<file path="config.mk">
export PLATFORM = sky130hd
export DESIGN_NAME = vrate_mapper
export DESIGN_NICKNAME = d
export VERILOG_FILES = /design/src/rtl/vrate_map_pkg.sv /design/src/rtl/map_fifo.sv /design/src/rtl/map_count.sv /design/src/rtl/map_spread.sv /design/src/rtl/vrate_mapper.sv
export SDC_FILE = /design/constraint.sdc
export NUM_CORES = 1
export LEC_CHECK = 0
export BUFFER_PORTS_ARGS = -buffer_cell sky130_fd_sc_hd__buf_2
export CAP_MARGIN = 10
export CORE_UTILIZATION = 44
export CTS_CLUSTER_DIAMETER = 50
export CTS_CLUSTER_SIZE = 10
export DETAILED_ROUTE_END_ITERATION = 10
export PLACE_DENSITY_LB_ADDON = 0.2
export SLEW_MARGIN = 30
export SYNTH_ARGS = -nofsm -noshare
export SYNTH_HDL_FRONTEND = slang
export SYNTH_HIERARCHICAL = 1
export SYNTH_SLANG_ARGS = --single-unit
</file>
<file path="constraint.sdc">
create_clock -name clk -period 4.6 [get_ports clk]
set_input_delay 0.92 -clock clk [delete_from_list [all_inputs] [get_ports clk]]
set_output_delay 0.92 -clock clk [all_outputs]
set_load 0.05 [all_outputs]
</file>
<file path="src/rtl/vrate_map_pkg.sv">
package vrate_map_pkg;

   typedef enum logic [1:0] {
      SRC_STUFF = 2'd0,
      SRC_OH    = 2'd1,
      SRC_DATA  = 2'd2
   } out_src_e;

   function automatic int unsigned clamp_to(input int unsigned v, input int unsigned lim);
      return (v > lim) ? lim : v;
   endfunction

   function automatic bit is_pow2(input int unsigned v);
      return (v != 0) && ((v & (v - 1)) == 0);
   endfunction

endpackage

</file>
<file path="src/rtl/map_fifo.sv">
module map_fifo #(
   parameter int DATA_W = 8,
   parameter int DEPTH  = 16
) (
   input  logic                         clk,
   input  logic                         rst_n,
   input  logic                         push,
   input  logic [DATA_W-1:0]            wdata,
   input  logic                         pop,
   output logic [DATA_W-1:0]            rdata,
   output logic [$clog2(DEPTH+1)-1:0]   fill,
   output logic                         ovf
);
   import vrate_map_pkg::*;

   localparam int AW = (DEPTH > 1) ? $clog2(DEPTH) : 1;
   localparam int FW = $clog2(DEPTH + 1);

   logic [DATA_W-1:0] mem [DEPTH];
   logic [AW-1:0]     wr_ptr, rd_ptr, wr_nxt, rd_nxt;
   logic [FW-1:0]     fill_q;
   logic              is_full, do_wr, do_rd;

   assign is_full = (fill_q == FW'(DEPTH));
   assign do_rd   = pop && (fill_q != '0);
   assign do_wr   = push && (!is_full || do_rd);

   generate
      if (is_pow2(DEPTH)) begin : g_wrap_nat
         assign wr_nxt = wr_ptr + AW'(1);
         assign rd_nxt = rd_ptr + AW'(1);
      end else begin : g_wrap_cmp
         assign wr_nxt = (wr_ptr == AW'(DEPTH - 1)) ? '0 : wr_ptr + AW'(1);
         assign rd_nxt = (rd_ptr == AW'(DEPTH - 1)) ? '0 : rd_ptr + AW'(1);
      end
   endgenerate

   always_ff @(posedge clk) begin
      if (do_wr) mem[wr_ptr] <= wdata;
   end

   always_ff @(posedge clk) begin
      if (!rst_n) begin
         wr_ptr <= '0;
         rd_ptr <= '0;
         fill_q <= '0;
         ovf    <= 1'b0;
      end else begin
         if (do_wr) wr_ptr <= wr_nxt;
         if (do_rd) rd_ptr <= rd_nxt;
         case ({do_wr, do_rd})
            2'b10:   fill_q <= fill_q + FW'(1);
            2'b01:   fill_q <= fill_q - FW'(1);
            default: fill_q <= fill_q;
         endcase
         if (push && !do_wr) ovf <= 1'b1;
      end
   end

   assign rdata = mem[rd_ptr];
   assign fill  = fill_q;

endmodule

</file>
<file path="src/rtl/map_count.sv">
module map_count #(
   parameter int PAYLOAD_N = 16,
   parameter int FW        = 5,
   parameter int CW        = 5
) (
   input  logic          clk,
   input  logic          rst_n,
   input  logic          load,
   input  logic [FW-1:0] fill,
   output logic [CW-1:0] cn
);
   import vrate_map_pkg::*;

   logic [CW-1:0] limited;

   always_comb begin
      limited = CW'(clamp_to(int'(fill), PAYLOAD_N));
   end

   always_ff @(posedge clk) begin
      if (!rst_n)    cn <= '0;
      else if (load) cn <= limited;
   end

endmodule

</file>
<file path="src/rtl/map_spread.sv">
module map_spread #(
   parameter int PAYLOAD_N = 16,
   parameter int CW        = 5
) (
   input  logic          clk,
   input  logic          rst_n,
   input  logic          restart,
   input  logic          step,
   input  logic [CW-1:0] cn,
   output logic          take
);
   import vrate_map_pkg::*;

   localparam int PW = $clog2(PAYLOAD_N + 1);

   logic [PW-1:0] pos;
   logic [CW-1:0] acc, acc_nxt;
   logic [CW:0]   sum;
   logic          live;

   assign live = (pos < PW'(PAYLOAD_N));
   assign sum  = {1'b0, acc} + {1'b0, cn};

   generate
      if (is_pow2(PAYLOAD_N)) begin : g_mod_mask
         assign acc_nxt = CW'(sum & (CW+1)'(PAYLOAD_N - 1));
      end else begin : g_mod_sub
         assign acc_nxt = (sum >= (CW+1)'(PAYLOAD_N)) ?
                          CW'(sum - (CW+1)'(PAYLOAD_N)) : CW'(sum);
      end
   endgenerate

   assign take = step && live && (acc_nxt < cn);

   always_ff @(posedge clk) begin
      if (!rst_n) begin
         pos <= PW'(PAYLOAD_N);
         acc <= '0;
      end else if (restart) begin
         pos <= '0;
         acc <= '0;
      end else if (step && live) begin
         pos <= pos + PW'(1);
         acc <= acc_nxt;
      end
   end

endmodule

</file>
<file path="src/rtl/vrate_mapper.sv">
module vrate_mapper #(
   parameter int DATA_W    = 8,
   parameter int PAYLOAD_N = 16,
   parameter int BUF_DEPTH = 16,
   parameter int OH_N      = 2
) (
   input  logic              clk,
   input  logic              rst_n,
   input  logic              cli_valid,
   input  logic [DATA_W-1:0] cli_data,
   input  logic              frm_start,
   input  logic              oh_slot,
   input  logic              pl_slot,
   output logic [DATA_W-1:0] srv_data,
   output logic              ovf_flag
);
   import vrate_map_pkg::*;

   localparam int CW      = $clog2(PAYLOAD_N + 1);
   localparam int FW      = $clog2(BUF_DEPTH + 1);
   localparam int FIELD_W = OH_N * DATA_W;
   localparam int OHW     = $clog2(OH_N + 1);

   generate
      if (PAYLOAD_N < 2)  begin : g_bad_p   $error("PAYLOAD_N must be at least 2"); end
      if (BUF_DEPTH < 1)  begin : g_bad_d   $error("BUF_DEPTH must be at least 1"); end
      if (OH_N < 1)       begin : g_bad_oh  $error("OH_N must be at least 1"); end
      if (CW > FIELD_W)   begin : g_bad_fw  $error("count does not fit the overhead field"); end
   endgenerate

   logic              step, oh_go, take;
   logic [FW-1:0]     fill;
   logic [CW-1:0]     cn_q;
   logic [DATA_W-1:0] head;
   logic [FIELD_W-1:0] field;
   logic [DATA_W-1:0] oh_bytes [OH_N];
   logic [DATA_W-1:0] oh_byte;
   logic [OHW-1:0]    oh_idx;
   logic [DATA_W-1:0] srv_q;
   out_src_e          src;

   assign step  = pl_slot && !frm_start;
   assign oh_go = oh_slot && !frm_start && !pl_slot;

   map_fifo #(.DATA_W(DATA_W), .DEPTH(BUF_DEPTH)) u_buf (
      .clk   (clk),
      .rst_n (rst_n),
      .push  (cli_valid),
      .wdata (cli_data),
      .pop   (take),
      .rdata (head),
      .fill  (fill),
      .ovf   (ovf_flag)
   );

   map_count #(.PAYLOAD_N(PAYLOAD_N), .FW(FW), .CW(CW)) u_cnt (
      .clk   (clk),
      .rst_n (rst_n),
      .load  (frm_start),
      .fill  (fill),
      .cn    (cn_q)
   );

   map_spread #(.PAYLOAD_N(PAYLOAD_N), .CW(CW)) u_spr (
      .clk     (clk),
      .rst_n   (rst_n),
      .restart (frm_start),
      .step    (step),
      .cn      (cn_q),
      .take    (take)
   );

   assign field = FIELD_W'(cn_q);

   genvar k;
   generate
      for (k = 0; k < OH_N; k++) begin : g_ohb
         assign oh_bytes[k] = field[(OH_N-1-k)*DATA_W +: DATA_W];
      end
   endgenerate

   always_comb begin
      oh_byte = '0;
      for (int i = 0; i < OH_N; i++) begin
         if (oh_idx == OHW'(i)) oh_byte = oh_bytes[i];
      end
   end

   always_ff @(posedge clk) begin
      if (!rst_n)                            oh_idx <= OHW'(OH_N);
      else if (frm_start)                    oh_idx <= '0;
      else if (oh_go && oh_idx < OHW'(OH_N)) oh_idx <= oh_idx + OHW'(1);
   end

   always_comb begin
      src = SRC_STUFF;
      if (oh_go && oh_idx < OHW'(OH_N)) src = SRC_OH;
      else if (take)                    src = SRC_DATA;
   end

   always_ff @(posedge clk) begin
      if (!rst_n) srv_q <= '0;
      else begin
         case (src)
            SRC_OH:   srv_q <= oh_byte;
            SRC_DATA: srv_q <= head;
            default:  srv_q <= '0;
         endcase
      end
   end

   assign srv_data = srv_q;

endmodule

</file>
# Yosys cells after proc, flatten, opt, wreduce, memory -nomap -nowiden
# Memories as Yosys holds them, arrays and structs flattened. A register that Yosys moved wholly into a read port is not among the register bits.
# Index checks and enable logic that the tools add are counted.
[totals]
out_inout_bits = 9
memories = 1
mem_bits_rw = 128
ff_bits = 38
inputBits = 14
elab_cells = 63
[memory_table]
columns = ["name", "depth", "word_bits", "rd", "rd_ports_with_merged_regs", "wr", "line", "source"]
rows = [
  ["u_buf.mem", 16, 8, 1, 1, 1, "map_fifo.sv:19", "logic [DATA_W-1:0] mem [DEPTH];"],
]
[classes]
n_mux = 14
add_sub_neg = 7
magnitude_cmp = 4
reduce_logical = 19
n_eq_ne = 6
bitwise = 1
[ops]
columns = ["operator", "n"]
rows = [
  ["two-way mux 5 bit", 4],
  ["case mux 8 bit (2 select lines)", 1],
  ["adder 5 x 1 -> 5 bit, second input constant", 2],
  ["case mux 5 bit (2 select lines)", 1],
  ["logical AND 1 bit", 9],
  ["adder 4 x 1 -> 4 bit, second input constant", 2],
  ["two-way mux 2 bit", 4],
  ["two-way mux 4 bit", 2],
  ["equality test 2 x 1 -> 1 bit, second input constant", 3],
  ["nonzero test 2 bit", 3],
  ["equality test 5 bit, second input constant", 1],
  ["greater-than comparator 5 bit, second input constant", 1],
  ["less-than comparator 4 x 5 -> 1 bit", 1],
  ["less-than comparator 5 bit, second input constant", 1],
  ["nonzero test 5 bit", 1],
  ["subtractor 5 x 1 -> 5 bit, second input constant", 1],
  ["adder 4 bit", 1],
  ["equality test 2 bit, second input constant", 2],
  ["logical NOT 1 bit", 4],
  ["adder 2 x 1 -> 2 bit, second input constant", 1],
  ["less-than comparator 2 bit, second input constant", 1],
  ["two-way mux 1 bit", 2],
  ["OR reduction 2 bit", 1],
  ["logical OR 1 bit", 1],
  ["inverter 1 bit", 1],
]

# Longest topological paths before layout
[depth]
depth_word = 9
depth_mapped = 18
mapped_depth_nobuf = 17

# Modules after synthesis
# The synthesis kept the hierarchy.
[modules_own_cells]
columns = ["mod", "area_per_inst_um2", "seq_area_each_um2", "cells_per_inst", "n_inst"]
rows = [
  ["map_fifo", 5965.7, 4204.0, 326, 1],
  ["map_spread", 575.6, 180.2, 67, 1],
  ["vrate_mapper", 411.6, 200.2, 41, 1],
  ["map_count", 196.4, 100.1, 21, 1],
]

# Worst setup path after synthesis
# OpenSTA, ideal clock, no wires.
[synth_timing]
path_type = "register to register"
startpoint = "reg u_cnt.cn[0]"
endpoint = "reg u_buf.fill_q[4], in the netlist u_buf/fill[4]"
setup_time_ps = 64
required_ps = 4536
path_stages_with_launch = 19
slack_ps = 943
t_arrival_ps = 3593
path_cell_list = "dfxtp_1 > ha_1 > inv_1 > fa_1 > inv_1 > ha_1 > nor2b_1 > o21ai_0 > nand2b_1 > a31oi_1 > clkbuf_16 > and2b_1 > o21ai_2 > inv_2 > ha_1 > or2b_2 > a21oi_1 > or4_1 > nand4_1"
[synth_via]
elab_chain_cells = 8
elab_cells_between_ends = 10
classes_between = "add/sub (1); order compare (1); eq/ne (2); mux (1); reduce/logical (5)"
[synth_lines]
columns = ["item", "line", "source"]
rows = [
  ["from (decl)", "map_count.sv:10", "output logic [CW-1:0] cn"],
  ["from (signal assigned)", "map_count.sv:22", "else if (load) cn <= limited;"],
  ["adder 4 bit (*)", "map_spread.sv:22", "assign sum = {1'b0, acc} + {1'b0, cn};"],
  ["via u_spr.sum[1]", "map_spread.sv:18", "logic [CW:0] sum;"],
  ["less-than comparator 4 x 5 -> 1 bit (*)", "map_spread.sv:33", "assign take = step && live && (acc_nxt < cn);"],
  ["logical AND 1 bit (*)", "map_spread.sv:33", ""],
  ["via take", "vrate_mapper.sv:31", "logic step, oh_go, take;"],
  ["logical AND 1 bit (*)", "map_fifo.sv:25", "assign do_rd = pop && (fill_q != '0);"],
  ["logical OR 1 bit", "map_fifo.sv:26", "assign do_wr = push && (!is_full || do_rd);"],
  ["logical AND 1 bit", "map_fifo.sv:26", ""],
  ["equality test 2 x 1 -> 1 bit / equality test 2 bit (equally long branches)", "map_fifo.sv:51", "case ({do_wr, do_rd})"],
  ["case mux 5 bit (2 select lines) / nonzero test 2 bit (equally long branches)", "-", ""],
  ["to (signal assigned)", "map_fifo.sv:52", "2'b10: fill_q <= fill_q + FW'(1);"],
  ["to (signal assigned)", "map_fifo.sv:53", "2'b01: fill_q <= fill_q - FW'(1);"],
  ["to (signal assigned)", "map_fifo.sv:54", "default: fill_q <= fill_q;"],
  ["to (decl)", "map_fifo.sv:21", "logic [FW-1:0] fill_q;"],
]
# The timed path passes the listed nets; every way through them passes the cells marked *.
# A chain may end at the register's enable or synchronous reset.

# Final worst setup path
# Ends and elaborated chain as after synthesis.

==> impl_metrics.csv <==
group,metric,value,unit
route,drc,0,
setup_path,r2r_cells,18,
setup_path,crit_arrival,4.11,ns
synthesis,synth-main-ff-cell,"edfxtp_1",
cells_and_area,fill_cells,1341,
clock_tree,cts_num_sinks,170,
timing,rsz0062_at_grt,"no",
clock_tree,root_buffer,"clkbuf_16",
clock_tree,clk_pin_slew,0.06,ns
setup_path,worstReg2RegEnd,"u_buf/fill[4]",
timing,finalCritPeriodShare,81.7,%
timing,worst_slew_pin_slew,0.987,ns
synthesis,post-synth-top-count-cell,"edfxtp_1",
worst_hold_path,hp-class,"flip-flop to flip-flop",
synthesis,netlist_top_cells_area,"edfxtp_1 (54%), dfxtp_1 (12%), mux4_2 (10%)",
route,vias,3799,
route,routed_via_density,5.37,
clock_tree,cts_max_path_buffers,2,
clock_tree,post_cts_buffers,0,
timing,final_max_slew_viol_count,0,
synthesis,netlist_area,0.00715,mm^2
floorplan,num_io_pins,23,
clock_tree,cts_tree,"done",
timing,setup_viol,0,
global_route,grt_overflow,0,
synthesis,ys_seq_area_share,65.5,%
job,timing.max_cap.violations,0,
setup_path,regToRegSetupSlack,0.84,ns
clock_tree,clock_latency,0.42,ns
synthesis,synth_edf_count,128,
synthesis,syn_area_per_cell,15.7,um^2
synthesis,ys_top_cells_by_count,"edfxtp_1 (128), dfxtp_1 (42), mux4_2 (32)",
timing,max_slew_margin,34.1,%
clock_tree,cts.hold.buffers_added,0,
cells_and_area,fin_nets,512,
timing,layout_setup_ws,0.842,ns
global_route,antenna_found_initial,0,
setup_path,path_depth,18,
setup_path,cp.required,4.95,ns
placed_design,routabilityCongestion,0.769,
synthesis,syn_inst,455,
synthesis,syn-num-nets,488,
placed_design,hpwl,9.21,mm
setup_path,crit_path_top_delay_cell,"or4_1",
setup_path,path_class,"flip-flop to flip-flop",
cells_and_area,syn_to_final_growth,11.6,%
clock_tree,cts.repair.resized,0,
synthesis,ys_warn_count,6,
cells_and_area,diodes,0,
setup_path,crit_family,"adder cells",
synthesis,synth_top_area_share,53.8,%
worst_hold_path,hold_depth,2,
clock_tree,ctsHtreeMaxLevel,4,
placed_design,io_buffers,22,
floorplan,die_x,129,um
synthesis,ys_ff_latch,170,
timing,hold_violations,0,
power,peakVddDrop,293,uV
status,status,"finished, final reports clean",
route,wl,14.0,mm
setup_path,critPathMaxStageDelay,0.53,ns
placed_design,dp_slack,0.862,ns
timing,clock_skew,0.0191,ns
floorplan,start_util,45.0,%
timing,fmax,266,MHz
timing,period_needed,3.76,ns
setup_path,crit_path_frequent_cell,"ha_1",
route,firstDrtPassIters,4,
synthesis,yosys.area.top_type,"edfxtp_1",
route,drtAntennaViolNets,0,
route,drtIter0Drc,230,
worst_hold_path,hp-start,"u_spr/acc[2]",
setup_path,crit_buf_inv,4,
floorplan,core,0.0159,mm^2
route,wl_per_cell,19.8,um
power,p_leak,2.74,nW
power,power_density,396,mW/mm^2
setup_path,end_kind,"flip-flop",
floorplan,rows,46,
clock_tree,cts_made_buffers,17,
synthesis,async_flop_share,0,%
floorplan,die-height,129,um
timing,finalSetupTns,0,ns
setup_path,cp_max_fo,15,
floorplan,fp.dieArea,0.0168,mm^2
setup_path,path_cells,"ha_1, inv_1, fa_1, inv_1, ha_1, nor2b_1, o21ai_0, nand2b_1, a31oi_1, buf_4, and2b_1, o21ai_2, inv_2, ha_1, or2b_2, a21oi_1, or4_1, nand4_1",
cells_and_area,drive_gt1_share,20.1,%
global_route,grt_max_degree,45,
global_route,grtUsageTotal,18.4,%
setup_path,timing.rr.start,"u_cnt/cn[0]",
worst_hold_path,holdPathEnd,"u_spr/acc[2]",
global_route,grt_pass1_vias,3892,
synthesis,synth_cell_types,52,
global_route,grt_pass1_wl,22.0,mm
setup_path,cp-start-kind,"flip-flop",
[registers in the layout, summed over array words and instances (netlist names), 4 cells and up, named ones only]
name,cells
u_buf/mem,128
srv_data,8
u_buf/fill,5
u_cnt/cn,5
u_spr/pos,5
u_buf/rd_ptr,4
u_buf/wr_ptr,4
u_spr/acc,4
[metal layers]
layer  global-route usage, %  routed length [um]
met1                    23.6                6360
met2                    30.9                7030
met3                    4.83                 582
met4                    4.92                  82
met5                       0                   0
[worst reg2reg max path, cell delays in order (launching register included)]
cell	delay, ns
dfxtp_1	0.38
ha_1	0.19
inv_1	0.06
fa_1	0.49
inv_1	0.05
ha_1	0.26
nor2b_1	0.12
o21ai_0	0.14
nand2b_1	0.07
a31oi_1	0.16
buf_4	0.23
and2b_1	0.16
o21ai_2	0.07
inv_2	0.12
ha_1	0.27
or2b_2	0.19
a21oi_1	0.09
or4_1	0.53
nand4_1	0.11
[through the flow]
stage,hold WS [ns],power (W),std cells,utilization [%],instance area [um^2]
after floorplan,0.440,0.00178,455,-,7150
after global placement,0.454,0.00183,676,46.7,7410
after detailed placement,0.455,0.00183,676,46.7,7410
after CTS,0.465,0.00320,708,50.2,7980
after global routing,0.485,0.00327,708,50.2,7980
final,0.466,0.00316,708,50.2,7980
[cells by family (layout without fill, tap and decap cells)]
| family | Yosys count | in the layout | synth area share [%] |
|---|---|---|---|
| xor gates and xnor gates | 11 | 11 | 1.35 |
| AOI/OAI and AO/OA | 58 | 58 | 6.00 |
| and+or+nand+nor | 121 | 121 | 9.57 |
| adders and majority gates | 19 | 19 | 3.54 |
| muxes | 40 | 40 | 11.2 |
| DFF | 170 | 170 | 65.5 |
| buffers and inverters | 36 | 73 | 2.82 |
[how the worst max path moves through the flow]
stage,endpoint,startpoint
floorplan,u_buf/fill[4],u_cnt/cn[0]
finish,u_buf/fill[4],u_cnt/cn[0]
detailed placement,u_buf/fill[4],u_cnt/cn[0]
global placement,u_buf/fill[4],u_cnt/cn[0]
global route,u_buf/fill[4],u_cnt/cn[0]
CTS,u_buf/fill[4],u_cnt/cn[0]
[placed cells by master, fill, tap and decap left out, types with 6 or more instances in the layout]
cell type and instances:
dfxtp_1 41, edfxtp_1 128, and3_1 17, inv_1 15, mux4_2 32, nor2b_1 9, a22oi_1 16, o21ai_0 9
xnor2_1 9, nand2b_1 6, mux2i_1 8, o21a_1 10, ha_1 17, buf_2 22, clkbuf_16 17, nor2_1 12
and2_1 19, nand2_1 26
[area by class of cell]
cell class	count	area, um^2	area share [%]
inverter	16	60.1	0.752
multi-input combinational	249	2260	28.4
clock inverter	15	144	1.80
clock buffer	17	425	5.33
timing repair buffer	25	133	1.66
sequential	170	4690	58.7
tap	216	270	3.39
[where the power goes]
part	leakage, nW	switching, W	total [W]	internal [W]
Sequential	1.50	0.0000128	0.00168	0.00167
Clock	0.263	0.000608	0.00136	0.000755
Combinational	0.977	0.0000736	0.000113	0.0000392
Total	2.74	0.000695	0.00316	0.00246
(Power assumes the default switching activity.)
